## src/rtl/hc_pkg.sv

```systemverilog
package hc_pkg;
  typedef enum logic [3:0] {
    ST_I, ST_M, ST_IM, ST_MI, ST_ID, ST_IDW,
    ST_MDRD, ST_MDRDI, ST_MDWR, ST_MDWRI
  } line_st_e;

  typedef enum logic [2:0] {
    RQ_RDS = 3'd0, RQ_IFT = 3'd1, RQ_RDX = 3'd2, RQ_DRD = 3'd3, RQ_DWR = 3'd4
  } req_e;

  typedef enum logic [2:0] {
    OT_DATA = 3'd0, OT_ACK = 3'd1, OT_INV = 3'd2, OT_DDATA = 3'd3, OT_DACK = 3'd4
  } out_e;
endpackage

```

## src/rtl/hc_merge.sv

```systemverilog
module hc_merge #(
  parameter int BYTES = 8,
  parameter int OFF_W = 3,
  parameter int LEN_W = 4
) (
  input  logic [BYTES*8-1:0] base_i,
  input  logic [BYTES*8-1:0] wr_i,
  input  logic [OFF_W-1:0]   off_i,
  input  logic [LEN_W-1:0]   len_i,
  output logic [BYTES*8-1:0] res_o
);
  localparam int E_W = LEN_W + 1;
  logic [E_W-1:0] end_w;
  assign end_w = E_W'(off_i) + E_W'(len_i);

  for (genvar b = 0; b < BYTES; b++) begin : g_byte
    localparam logic [E_W-1:0] BIDX = E_W'(b);
    logic sel;
    assign sel = (BIDX >= E_W'(off_i)) && (BIDX < end_w);
    assign res_o[b*8 +: 8] = sel ? wr_i[b*8 +: 8] : base_i[b*8 +: 8];
  end
endmodule

```

## src/rtl/hc_slot.sv

```systemverilog
module hc_slot #(
  parameter int W     = 8,
  parameter int CNT_W = 3
) (
  input  logic             clk_i,
  input  logic             rst_ni,
  input  logic             load_i,
  input  logic [CNT_W-1:0] lat_i,
  input  logic [W-1:0]     data_i,
  input  logic             ready_i,
  output logic             valid_o,
  output logic             busy_o,
  output logic [W-1:0]     data_o
);
  logic             busy_q;
  logic [CNT_W-1:0] cnt_q;
  logic [W-1:0]     data_q;

  always_ff @(posedge clk_i or negedge rst_ni) begin
    if (!rst_ni) begin
      busy_q <= 1'b0;
      cnt_q  <= '0;
      data_q <= '0;
    end else if (load_i) begin
      busy_q <= 1'b1;
      cnt_q  <= lat_i;
      data_q <= data_i;
    end else if (busy_q) begin
      if (cnt_q != '0) cnt_q <= cnt_q - 1'b1;
      else if (ready_i) busy_q <= 1'b0;
    end
  end

  assign valid_o = busy_q && (cnt_q == '0);
  assign busy_o  = busy_q;
  assign data_o  = data_q;


  slot_hold_chk: assert property (@(posedge clk_i) disable iff (!rst_ni)
    valid_o && !ready_i |=> valid_o && $stable(data_o));

  slot_no_clobber_chk: assert property (@(posedge clk_i) disable iff (!rst_ni)
    load_i |-> !busy_q);
endmodule

```

## src/rtl/hc_pend.sv

```systemverilog
module hc_pend #(
  parameter int ENTRIES = 2,
  parameter int LINE_W  = 4,
  parameter int OFF_W   = 3,
  parameter int LEN_W   = 4,
  parameter int DW      = 64
) (
  input  logic              clk_i,
  input  logic              rst_ni,
  input  logic              alloc_i,
  input  logic [LINE_W-1:0] a_line_i,
  input  logic [OFF_W-1:0]  a_off_i,
  input  logic [LEN_W-1:0]  a_len_i,
  input  logic [DW-1:0]     a_data_i,
  output logic              full_o,
  input  logic [LINE_W-1:0] look_line_i,
  output logic              hit_o,
  output logic [OFF_W-1:0]  h_off_o,
  output logic [LEN_W-1:0]  h_len_o,
  output logic [DW-1:0]     h_data_o,
  input  logic              free_i
);
  logic [ENTRIES-1:0] vld_q, hit_v, free_v;
  logic [LINE_W-1:0]  line_q [ENTRIES];
  logic [OFF_W-1:0]   off_q  [ENTRIES];
  logic [LEN_W-1:0]   len_q  [ENTRIES];
  logic [DW-1:0]      data_q [ENTRIES];

  for (genvar e = 0; e < ENTRIES; e++) begin : g_hit
    assign hit_v[e] = vld_q[e] && (line_q[e] == look_line_i);
  end

  always_comb begin
    logic taken;
    taken    = 1'b0;
    free_v   = '0;
    h_off_o  = '0;
    h_len_o  = '0;
    h_data_o = '0;
    for (int e = 0; e < ENTRIES; e++) begin
      if (!vld_q[e] && !taken) begin
        free_v[e] = 1'b1;
        taken     = 1'b1;
      end
      if (hit_v[e]) begin
        h_off_o  = off_q[e];
        h_len_o  = len_q[e];
        h_data_o = data_q[e];
      end
    end
  end

  assign full_o = &vld_q;
  assign hit_o  = |hit_v;

  always_ff @(posedge clk_i or negedge rst_ni) begin
    if (!rst_ni) begin
      vld_q <= '0;
      for (int e = 0; e < ENTRIES; e++) begin
        line_q[e] <= '0;
        off_q[e]  <= '0;
        len_q[e]  <= '0;
        data_q[e] <= '0;
      end
    end else begin
      for (int e = 0; e < ENTRIES; e++) begin
        if (alloc_i && free_v[e]) begin
          vld_q[e]  <= 1'b1;
          line_q[e] <= a_line_i;
          off_q[e]  <= a_off_i;
          len_q[e]  <= a_len_i;
          data_q[e] <= a_data_i;
        end else if (free_i && hit_v[e]) begin
          vld_q[e] <= 1'b0;
        end
      end
    end
  end


  pend_no_overflow_chk: assert property (@(posedge clk_i) disable iff (!rst_ni)
    alloc_i |-> !full_o);

  pend_free_hit_chk: assert property (@(posedge clk_i) disable iff (!rst_ni)
    free_i |-> hit_o);
endmodule

```

## src/rtl/line_home_ctrl.sv

```systemverilog
module line_home_ctrl
  import hc_pkg::*;
#(
  parameter int LINES      = 16,
  parameter int LINE_BYTES = 8,
  parameter int NODES      = 4,
  parameter int ID_W       = 3,
  parameter int DMA_ID     = 4,
  parameter int HOME_ID    = 7,
  parameter int PEND       = 2,
  parameter int INV_LAT    = 6,
  parameter int MSG_LAT    = 1,
  localparam int LINE_W = $clog2(LINES),
  localparam int DW     = LINE_BYTES * 8,
  localparam int OFF_W  = $clog2(LINE_BYTES),
  localparam int LEN_W  = $clog2(LINE_BYTES + 1)
) (
  input  logic              clk_i,
  input  logic              rst_ni,
  input  logic              req_valid_i,
  output logic              req_ready_o,
  input  logic [2:0]        req_type_i,
  input  logic [LINE_W-1:0] req_line_i,
  input  logic [ID_W-1:0]   req_src_i,
  input  logic [OFF_W-1:0]  req_off_i,
  input  logic [LEN_W-1:0]  req_len_i,
  input  logic [DW-1:0]     req_data_i,
  input  logic              rsp_valid_i,
  output logic              rsp_ready_o,
  input  logic              rsp_dirty_i,
  input  logic [LINE_W-1:0] rsp_line_i,
  input  logic [ID_W-1:0]   rsp_src_i,
  input  logic [DW-1:0]     rsp_data_i,
  output logic              mem_req_valid_o,
  input  logic              mem_req_ready_i,
  output logic              mem_req_wr_o,
  output logic [LINE_W-1:0] mem_req_line_o,
  output logic [ID_W-1:0]   mem_req_tag_o,
  output logic [DW-1:0]     mem_req_data_o,
  input  logic              mem_rsp_valid_i,
  output logic              mem_rsp_ready_o,
  input  logic              mem_rsp_wr_i,
  input  logic [LINE_W-1:0] mem_rsp_line_i,
  input  logic [ID_W-1:0]   mem_rsp_tag_i,
  input  logic [DW-1:0]     mem_rsp_data_i,
  output logic              out_valid_o,
  input  logic              out_ready_i,
  output logic [2:0]        out_type_o,
  output logic [ID_W-1:0]   out_dst_o,
  output logic [LINE_W-1:0] out_line_o,
  output logic [DW-1:0]     out_data_o
);
  localparam int CNT_W = $clog2(INV_LAT + 1);
  localparam int OW    = 3 + ID_W + LINE_W + DW;
  localparam int MW    = 1 + LINE_W + ID_W + DW;
  localparam logic [ID_W-1:0] DMA_D  = ID_W'(DMA_ID);
  localparam logic [ID_W-1:0] HOME_D = ID_W'(HOME_ID);

  line_st_e         st_q  [LINES];
  logic [NODES-1:0] own_q [LINES];
  logic [DW-1:0]    dat_q [LINES];

  function automatic logic [ID_W-1:0] oh2idx(input logic [NODES-1:0] oh);
    oh2idx = '0;
    for (int n = 0; n < NODES; n++) if (oh[n]) oh2idx = ID_W'(n);
  endfunction

  logic out_busy, mem_busy, idle;
  logic mrsp_fire, rsp_fire, req_fire, rsp_ok, req_ok;
  logic is_fetch, pend_full, pend_hit;
  line_st_e req_st, rsp_st;
  logic [LINE_W-1:0] ev_line;
  logic [OFF_W-1:0]  h_off, m_off;
  logic [LEN_W-1:0]  h_len, m_len;
  logic [DW-1:0]     h_data, m_base, m_wr, merged;

  assign idle     = !out_busy && !mem_busy;
  assign req_st   = st_q[req_line_i];
  assign rsp_st   = st_q[rsp_line_i];
  assign is_fetch = req_type_i <= 3'(RQ_RDX);

  assign rsp_ok = rsp_dirty_i ? (rsp_st == ST_M || rsp_st == ST_MDRD || rsp_st == ST_MDWR)
                              : (rsp_st == ST_M);
  always_comb begin
    if (is_fetch)                     req_ok = (req_st == ST_I);
    else if (req_type_i == RQ_DRD)    req_ok = (req_st == ST_I) || (req_st == ST_M);
    else if (req_type_i == RQ_DWR)    req_ok = (req_st == ST_I) || (req_st == ST_M && !pend_full);
    else                              req_ok = 1'b0;
  end

  // memory completions first, then responses, then requests
  assign mem_rsp_ready_o = idle;
  assign mrsp_fire       = idle && mem_rsp_valid_i;
  assign rsp_ready_o     = idle && !mem_rsp_valid_i && rsp_ok;
  assign rsp_fire        = rsp_ready_o && rsp_valid_i;
  assign req_ready_o     = idle && !mem_rsp_valid_i && !(rsp_valid_i && rsp_ok) && req_ok;
  assign req_fire        = req_ready_o && req_valid_i;
  assign ev_line = mrsp_fire ? mem_rsp_line_i : (rsp_fire ? rsp_line_i : req_line_i);

  assign m_base = rsp_fire ? rsp_data_i : dat_q[req_line_i];
  assign m_wr   = rsp_fire ? h_data : req_data_i;
  assign m_off  = rsp_fire ? h_off : req_off_i;
  assign m_len  = rsp_fire ? h_len : req_len_i;

  hc_merge #(.BYTES(LINE_BYTES), .OFF_W(OFF_W), .LEN_W(LEN_W)) i_merge (
    .base_i(m_base), .wr_i(m_wr), .off_i(m_off), .len_i(m_len), .res_o(merged));

  logic st_we, own_we, dat_we, out_ld, mem_ld, p_alloc, p_free;
  line_st_e st_nxt;
  logic [NODES-1:0] own_nxt;
  logic [DW-1:0]    dat_nxt;
  logic [CNT_W-1:0] out_lat;
  logic [OW-1:0]    out_d, out_q;
  logic [MW-1:0]    mem_d, mem_q;

  always_comb begin
    st_we = 1'b0; st_nxt = ST_I; own_we = 1'b0; own_nxt = '0;
    dat_we = 1'b0; dat_nxt = '0; out_ld = 1'b0; mem_ld = 1'b0;
    out_lat = CNT_W'(MSG_LAT - 1); out_d = '0; mem_d = '0;
    p_alloc = 1'b0; p_free = 1'b0;
    if (mrsp_fire) begin
      case (st_q[mem_rsp_line_i])
        ST_IM: if (!mem_rsp_wr_i) begin
          out_ld = 1'b1; out_d = {OT_DATA, mem_rsp_tag_i, mem_rsp_line_i, mem_rsp_data_i};
          st_we = 1'b1; st_nxt = ST_M;
          own_we = 1'b1; own_nxt = NODES'(1) << mem_rsp_tag_i;
        end
        ST_ID: if (!mem_rsp_wr_i) begin
          out_ld = 1'b1; out_d = {OT_DDATA, DMA_D, mem_rsp_line_i, mem_rsp_data_i};
          st_we = 1'b1; own_we = 1'b1;
        end
        ST_MI: if (mem_rsp_wr_i) begin
          out_ld = 1'b1; out_d = {OT_ACK, mem_rsp_tag_i, mem_rsp_line_i, DW'(0)};
          st_we = 1'b1; own_we = 1'b1;
        end
        ST_IDW, ST_MDWRI: if (mem_rsp_wr_i) begin
          out_ld = 1'b1; out_d = {OT_DACK, DMA_D, mem_rsp_line_i, DW'(0)};
          st_we = 1'b1; own_we = 1'b1;
          p_free = (st_q[mem_rsp_line_i] == ST_MDWRI);
        end
        ST_MDRDI: if (mem_rsp_wr_i) begin
          st_we = 1'b1; own_we = 1'b1;
        end
        default: ;
      endcase
    end else if (rsp_fire) begin
      st_we = 1'b1;
      if (rsp_st == ST_M && !rsp_dirty_i) begin
        out_ld = 1'b1; out_d = {OT_ACK, rsp_src_i, rsp_line_i, DW'(0)};
        own_we = 1'b1;
      end else begin
        dat_we = 1'b1; mem_ld = 1'b1;
        dat_nxt = (rsp_st == ST_MDWR) ? merged : rsp_data_i;
        mem_d = {1'b1, rsp_line_i, rsp_src_i, dat_nxt};
        st_nxt = (rsp_st == ST_M) ? ST_MI : (rsp_st == ST_MDRD) ? ST_MDRDI : ST_MDWRI;
        if (rsp_st == ST_MDRD) begin
          out_ld = 1'b1; out_d = {OT_DDATA, DMA_D, rsp_line_i, rsp_data_i};
        end
      end
    end else if (req_fire) begin
      st_we = 1'b1;
      if (is_fetch) begin
        mem_ld = 1'b1; mem_d = {1'b0, req_line_i, req_src_i, DW'(0)}; st_nxt = ST_IM;
      end else if (req_st == ST_M) begin
        out_ld = 1'b1; out_lat = CNT_W'(INV_LAT - 1);
        out_d = {OT_INV, oh2idx(own_q[req_line_i]), req_line_i, DW'(0)};
        p_alloc = (req_type_i == RQ_DWR);
        st_nxt = p_alloc ? ST_MDWR : ST_MDRD;
      end else if (req_type_i == RQ_DRD) begin
        mem_ld = 1'b1; mem_d = {1'b0, req_line_i, HOME_D, DW'(0)}; st_nxt = ST_ID;
      end else begin
        dat_we = 1'b1; dat_nxt = merged;
        mem_ld = 1'b1; mem_d = {1'b1, req_line_i, HOME_D, merged}; st_nxt = ST_IDW;
      end
    end
  end

  always_ff @(posedge clk_i or negedge rst_ni) begin
    if (!rst_ni) begin
      for (int l = 0; l < LINES; l++) begin
        st_q[l]  <= ST_I;
        own_q[l] <= '0;
        dat_q[l] <= '0;
      end
    end else begin
      if (st_we)  st_q[ev_line]  <= st_nxt;
      if (own_we) own_q[ev_line] <= own_nxt;
      if (dat_we) dat_q[ev_line] <= dat_nxt;
    end
  end

  hc_pend #(.ENTRIES(PEND), .LINE_W(LINE_W), .OFF_W(OFF_W), .LEN_W(LEN_W), .DW(DW)) i_pend (
    .clk_i, .rst_ni, .alloc_i(p_alloc), .a_line_i(req_line_i), .a_off_i(req_off_i),
    .a_len_i(req_len_i), .a_data_i(req_data_i), .full_o(pend_full), .look_line_i(ev_line),
    .hit_o(pend_hit), .h_off_o(h_off), .h_len_o(h_len), .h_data_o(h_data), .free_i(p_free));

  hc_slot #(.W(OW), .CNT_W(CNT_W)) i_out_slot (
    .clk_i, .rst_ni, .load_i(out_ld), .lat_i(out_lat), .data_i(out_d), .ready_i(out_ready_i),
    .valid_o(out_valid_o), .busy_o(out_busy), .data_o(out_q));

  hc_slot #(.W(MW), .CNT_W(CNT_W)) i_mem_slot (
    .clk_i, .rst_ni, .load_i(mem_ld), .lat_i(CNT_W'(MSG_LAT - 1)), .data_i(mem_d),
    .ready_i(mem_req_ready_i), .valid_o(mem_req_valid_o), .busy_o(mem_busy), .data_o(mem_q));

  assign {out_type_o, out_dst_o, out_line_o, out_data_o}               = out_q;
  assign {mem_req_wr_o, mem_req_line_o, mem_req_tag_o, mem_req_data_o} = mem_q;


  own_single_chk: assert property (@(posedge clk_i) disable iff (!rst_ni)
    req_st == ST_M |-> $onehot(own_q[req_line_i]));

  own_empty_chk: assert property (@(posedge clk_i) disable iff (!rst_ni)
    req_st == ST_I |-> own_q[req_line_i] == '0);

  rsp_first_chk: assert property (@(posedge clk_i) disable iff (!rst_ni)
    rsp_valid_i && rsp_ready_o |-> !req_ready_o);

  dwr_pend_chk: assert property (@(posedge clk_i) disable iff (!rst_ni)
    rsp_fire && rsp_st == ST_MDWR |-> pend_hit);
endmodule

```

## config.mk

```make
export PLATFORM = sky130hd
export DESIGN_NAME = line_home_ctrl
export DESIGN_NICKNAME = d
export VERILOG_FILES = /design/src/rtl/hc_pkg.sv /design/src/rtl/hc_merge.sv /design/src/rtl/hc_slot.sv /design/src/rtl/hc_pend.sv /design/src/rtl/line_home_ctrl.sv
export SDC_FILE = /design/constraint.sdc
export NUM_CORES = 2
export LEC_CHECK = 0
export BUFFER_PORTS_ARGS = -buffer_cell sky130_fd_sc_hd__clkbuf_2
export CAP_MARGIN = 20
export CORE_UTILIZATION = 41
export CTS_BUF_LIST = sky130_fd_sc_hd__clkbuf_8
export DETAILED_ROUTE_END_ITERATION = 6
export PLACE_DENSITY = 0.71
export SLEW_MARGIN = 20
export SYNTH_ARGS = -nofsm -noshare
export SYNTH_HDL_FRONTEND = slang
export SYNTH_HIERARCHICAL = 1
export SYNTH_SLANG_ARGS = --single-unit
```

## constraint.sdc

```tcl
create_clock -name clk_i -period 5.9 [get_ports clk_i]
set_clock_uncertainty 0.05 [all_clocks]
set_input_delay 0 -clock clk_i [delete_from_list [all_inputs] [get_ports clk_i]]
set_output_delay 0 -clock clk_i [all_outputs]
set_load 0.03 [all_outputs]
```

# == After elaboration in Yosys (flattened, before gate mapping) ==
# Cells that the tools add are included.
# Widths: inputs -> output; s select.
# classes
n_addsub,3
n_lt_le_gt_ge,21
eq_ne,14
shifts,1
n_mux,153
bitwise_logic,4
reduce_logical,57
# ops
operator,n
$bwmux 1024,1
$mux 64,15
$mux 72,8
$mux 73,6
$pmux 74 s4,1
$bmux 64 s4,1
$demux 64 s4,1
$mux 74,3
$bwmux 64,2
$mux 4,26
$mux 71,1
$bmux 4 s4,4
$mux 8,8
$mux 1,57
$mux 3,16
$logic_and 1x1->1,28
$ge 5x5->1 const B,4
$lt 3x5->1 const A,4
$not 4->5,4
$demux 4 s4,1
$eq 4x3->1 const B,4
$reduce_bool 2->1,6
$lt 1x5->1 const A,2
$lt 2x5->1 const A,2
24 further kinds,48
# totals
ff_bits,1458
inputBits,232
output_inout_bits,151
elab_cells,317

# == Depth between registers and ports, before layout ==
# logic_depth
ltp_word,28
mapped_depth,29
depth_no_buf,24

# == Modules after synthesis ==
# Netlist, hierarchy kept.
# modules_own_cells
module,instances,cells_each,area_each_um2,seq_area_each_um2
line_home_ctrl,1,4079,56755.7,28427.3
hc_pend,1,581,7586.0,3803.6
hc_slot at i_out_slot,1,185,3369.5,1951.9
hc_slot at i_mem_slot,1,181,3226.8,1901.8
hc_merge,1,248,1841.8,0.0

# == Least setup slack after synthesis ==
# OpenSTA, ideal clock, no wires.
# synth_path
path_kind,register -> register
from,register st_q[42] in the netlist's numbering
to,"register i_mem_slot.data_q[7], in the netlist i_mem_slot/data_o[7]"
setup_time_ns,0.125
t_arrival_ns,6.337
required_ns,5.725
setup_slack_ns,-0.612
stages_incl_launch_ff,27
period_less_slack_ns,6.512
cell_sequence,dfrtp_1 -> mux4_2 -> a22oi_1 -> and3_1 -> o2111ai_1 -> or2_1 -> clkbuf_1 -> a21oi_2 -> o211ai_1 -> nor2b_1 -> xor2_1 -> nor3_2 -> nand3_4 -> buf_6 -> mux2_4 -> nand2_1 -> nand2_1 -> ha_1 -> fa_1 -> or2_2 -> o31ai_4 -> mux2_2 -> nand2_1 -> a21oi_1 -> clkbuf_1 -> a21boi_0 -> mux2_4
# synth_between
elab_chain_len,26
word_cells_on_any_way,63
cone_classes,add/sub: 1; order compare: 2; eq/ne: 6; mux: 37; reduce/logical: 17
# synth_rtl
element,line,text
start: declaration,line_home_ctrl.sv:59,line_st_e st_q [LINES];
start signal: indexed assignment,line_home_ctrl.sv:186,if (st_we) st_q[ev_line] <= st_nxt;
$bmux 4 s4 *,line_home_ctrl.sv:79,assign rsp_st = st_q[rsp_line_i];
$mux 4 (not written as such) * (2 in series),line_home_ctrl.sv:79,
$eq 4x1->1 or $eq 4x3->1 (tied branches),"line_home_ctrl.sv:82, line_home_ctrl.sv:83",
$logic_or 1x1->1 (2 in series),line_home_ctrl.sv:82,assign rsp_ok = rsp_dirty_i ? (rsp_st == ST_M || rsp_st == ST_MDRD || rsp_st == ST_MDWR)
$mux 1 *,line_home_ctrl.sv:82,
$logic_and 1x1->1 *,line_home_ctrl.sv:94,assign rsp_ready_o = idle && !mem_rsp_valid_i && rsp_ok;
$logic_and 1x1->1 *,line_home_ctrl.sv:95,assign rsp_fire = rsp_ready_o && rsp_valid_i;
$mux 4 * (2 in series),line_home_ctrl.sv:98,assign ev_line = mrsp_fire ? mem_rsp_line_i : (rsp_fire ? rsp_line_i : req_line_i);
named net ev_line[2],line_home_ctrl.sv:72,logic [LINE_W-1:0] ev_line;
[... 4 more ...],--,
named net h_off[0],line_home_ctrl.sv:73,"logic [OFF_W-1:0] h_off, m_off;"
[... 1 more ...],--,
named net m_off[0],line_home_ctrl.sv:73,
[... 3 more ...],--,
$mux 8 *,hc_merge.sv:20,assign res_o[b*8 +: 8] = sel ? wr_i[b*8 +: 8] : base_i[b*8 +: 8];
named net merged[7],line_home_ctrl.sv:75,"logic [DW-1:0] h_data, m_base, m_wr, merged;"
$mux 72,line_home_ctrl.sv:169,end else if (req_type_i == RQ_DRD) begin
$mux 72,line_home_ctrl.sv:164,end else if (req_st == ST_M) begin
$mux 72,line_home_ctrl.sv:162,if (is_fetch) begin
$mux 72,line_home_ctrl.sv:160,end else if (req_fire) begin
$mux 72 *,line_home_ctrl.sv:146,end else if (rsp_fire) begin
$mux 72 *,line_home_ctrl.sv:121,if (mrsp_fire) begin
end signal: assignment,hc_slot.sv:27,data_q <= data_i;
end: declaration,hc_slot.sv:17,logic [W-1:0] data_q;
# The timed path passes the listed nets; every way through them passes the cells marked *. The select of a mux whose other input is x is not followed.
# A chain may end at the register's enable or synchronous reset.

# == Final worst setup path ==
# layout_path
from,register st_q[46] in the netlist's numbering
to,register dat_q[256] in the netlist's numbering
# layout_between
elab_chain_len,27
word_cells_on_any_way,70
cone_classes,add/sub: 1; order compare: 4; eq/ne: 6; mux: 40; bitwise: 1; reduce/logical: 18
# layout_rtl
element,line,text
$bmux 4 s4 *,line_home_ctrl.sv:79,
$mux 4 (not written as such) * (2 in series),line_home_ctrl.sv:79,
$eq 4x1->1 or $eq 4x3->1 (tied branches),"line_home_ctrl.sv:82, line_home_ctrl.sv:83",
$logic_or 1x1->1 (2 in series),line_home_ctrl.sv:82,
$mux 1 *,line_home_ctrl.sv:82,
$logic_and 1x1->1 *,line_home_ctrl.sv:94,
$logic_and 1x1->1 *,line_home_ctrl.sv:95,
$mux 4 * (2 in series),line_home_ctrl.sv:98,
named net ev_line[0],line_home_ctrl.sv:72,
[... 4 more ...],--,
named net h_off[1],line_home_ctrl.sv:73,
[... 1 more ...],--,
named net m_off[1],line_home_ctrl.sv:73,
[... 4 more ...],--,
named net merged[0],line_home_ctrl.sv:75,
$mux 64,line_home_ctrl.sv:169,
$mux 64,line_home_ctrl.sv:164,
$mux 64,line_home_ctrl.sv:162,
$mux 64,line_home_ctrl.sv:160,
$mux 64 *,line_home_ctrl.sv:146,
$mux 64 *,line_home_ctrl.sv:121,
$bwmux 1024 *,line_home_ctrl.sv:188,if (dat_we) dat_q[ev_line] <= dat_nxt;
end signal: indexed assignment,line_home_ctrl.sv:188,
end: declaration,line_home_ctrl.sv:61,logic [DW-1:0] dat_q [LINES];
# Marked as above.

==> flow_metrics.tcl <==
set metrics [dict create \
    status "complete, but fails checks" \
    violations "DRC, setup timing" \
    cp_common_cell "mux2_4" \
    layout_commonest_cell "dfrtp_1" \
    grt_usage 0.2595 \
    switching_share 0.2663 \
    cp.required_ns 6.68 \
    path_max_fanout 8 \
    switchingPower_mw 5.677 \
    drv_slew 0 \
    reg2reg_to "dat_q[256]$_DFFE_PN0P_" \
    endpoint_kind "flop" \
    cts_made_buffers 232 \
    intPower_mw 15.64 \
    startpoint "st_q[46]$_DFFE_PN0P_" \
    gr-usage-met1 0.3220 \
    vias 52349 \
    peakVddDrop_mv 0.2637 \
    rrSetupSlack_ns -0.13 \
    syn_area_sq_um 72770 \
    num_rows 154 \
    finalSetupViolCount 252 \
    drtIter0Drc 4958 \
    startpoint_type "flop" \
    reg2regPathDepth 25 \
    firstDrtPassIters 7 \
    clockPowerShare 0.417 \
    cts_buffer_depth 3 \
    drt-total-wl_mm 234.9 \
    critPathMaxStageDelay_ns 0.47 \
    clk_latency_ns 0.99 \
    grt_pass1_vias 55650 \
    clock-sinks 1442 \
    utilization 0.5123 \
    worst_slack_ns -0.1297 \
    worstPathArrival_ns 6.81 \
    viasPerCell 5.844 \
    dieArea_sq_um 179200 \
    htree_levels 4 \
    hp-class "in2reg" \
    dpl.cell_count 7961 \
    period_minus_slack_ns 6.030 \
    grt_use_met3 0.05018 \
    power_density_nw_per_um2 236.0 \
    grt_overflow 0 \
    slew_headroom 0.2688 \
    hold_viol 0 \
    drive_gt1_frac 0.4755 \
    pwr-share-seq 0.472 \
    initial_core_util 0.4128 \
    criticalPathCategory "reg2reg" \
    combPwrFrac 0.111 \
    multi_input_area_sq_um 35120 \
    clk_pin_slew_ns 0.06 \
    min_period_over_period 1.022 \
    placed_area_sq_um 79440 \
    drc 76 \
    avgSynthCellArea_sq_um 13.80 \
    antenna_left 0 \
    holdWs_ns 0.04747 \
    critPathSlowestCell "mux4_2" \
    wire_per_inst_um 26.22 \
    hpwl_mm 136.9 \
    nets 6646 \
    port_buffers 382 \
    io_pins 383 \
    layout_common_cells "dfrtp_1, mux2_2, nand2_1" \
    netlist_instances 5273 \
    finalNonFillerCells 8957 \
    die_h_um 423.3 \
    design_area_sq_um 90330 \
    core_sq_um 176300 \
    yosysWarnings 6 \
    grt_first_pass_wirelength_mm 352.8 \
    die_w_um 423.3 \
    fillerInstances 14425 \
    worstMarginPinSlew_ns 1.088 \
    grt_start_max_net_pins 172 \
    r2r-start "st_q[46]$_DFFE_PN0P_" \
    crit_path_end "dat_q[256]$_DFFE_PN0P_" \
    grt_antenna_before_repair 16 \
    max_cap_violations 0 \
    ff_latch_area_sq_um 36090 \
    area.growth.synth_to_final_pct 24.12 \
    grt_busiest_layer "met2" \
    clockRootBuffer "clkbuf_8" \
    rsz0062_at_grt "true" \
    tritoncts "yes" \
    met2_usage 0.4263 \
    fmax_mhz 165.8 \
    place_congestion 0.8727 \
    p_leak_nw 44.50 \
]
[worst min-delay path by stage]
stage | from | end | slack, ns | depth (start not counted)
finish | mem_rsp_data_i[25] | i_out_slot/data_o[25]$_DFFE_PN0P_ | 0.05 | 4
floorplan | rst_ni | dat_q[0]$_DFFE_PN0P_ | -0.35 | 0
global placement | rst_ni | dat_q[444]$_DFFE_PN0P_ | 0.06 | 1
CTS | rsp_data_i[34] | i_mem_slot/data_o[34]$_DFFE_PN0P_ | 0.002 | 5
global route | mem_rsp_data_i[26] | i_out_slot/data_o[26]$_DFFE_PN0P_ | 0.07 | 4
detailed placement | rst_ni | dat_q[444]$_DFFE_PN0P_ | 0.07 | 1
[critical path: cells and delay by family, from the launching register on]
kind,cells,cell delay (ns)
AND/OR/NAND/NOR,8,1.52
multiplexers,4,1.19
AO/OA/AOI/OAI,6,1.16
buffers and inverters,5,0.83
adder cells (fa/ha/maj),1,0.47
flip-flops,1,0.40
XOR/XNOR,1,0.23
[timing repair]
action / CTS / global route
buffers inserted: 9 / 6
hold endpoints to repair: 2810 / 0
hold buffers: 523 / 0
gates cloned: 7 / 6
pin swaps: 25 / 31
gates resized for setup: 68 / 91
setup endpoints to repair: 1082 / 1088
[final cells by class]
class,count,share of cell area
Multi-Input combinational cell,3377,0.3888
Timing Repair Buffer,1334,0.1250
Tap cell,2340,0.03241
Antenna cell,16,0.0004432
Clock inverter,139,0.008837
Inverter,19,0.0008449
Clock buffer,290,0.04419
Sequential cell,1442,0.3995
[per-stage QoR]
stage	total power, mW	TNS (ns)	setup slack [ns]
after floorplan	11.23	-9.033	-0.1515
after global placement	12.21	-80.26	-0.2182
after detailed placement	12.26	-143.26	-0.2964
after CTS	21.32	-0.06446	-0.01620
after global routing	22.04	-188.23	-0.2972
final	21.31	-11.55	-0.1297
[metal layers]
metal  part of all wire  routed length, um  up-vias
met5            0.00021                 50        -
met4              0.057              13500       10
met3              0.069              16090      764
met2               0.49             114500     2414
met1               0.39              90770    27487
li1                   -                  -    21674
[power groups by stage]
stage | Clock, mW | Sequential (mW) | Combinational (mW)
floorplan | 0 | 10.2 | 0.997
global placement | 0 | 10.2 | 1.98
detailed placement | 0 | 10.2 | 2.02
CTS | 8.98 | 10.1 | 2.28
global route | 9.45 | 10.1 | 2.52
finish | 8.88 | 10.1 | 2.37
[sequential cells by signal, summed over array words and instances, names as in the netlist]
signal and flops:
i_out_slot/busy_o 1, i_mem_slot/data_o 72, i_mem_slot/cnt_q 3, own_q 48, i_out_slot/data_o 74, dat_q 1024, i_out_slot/cnt_q 3, i_pend/data_q 128
st_q 64, i_pend/line_q 8, i_pend/vld_q 2, i_pend/len_q 8, i_mem_slot/busy_o 1, i_pend/off_q 6
Note: power is estimated with default switching activity, not from simulation.
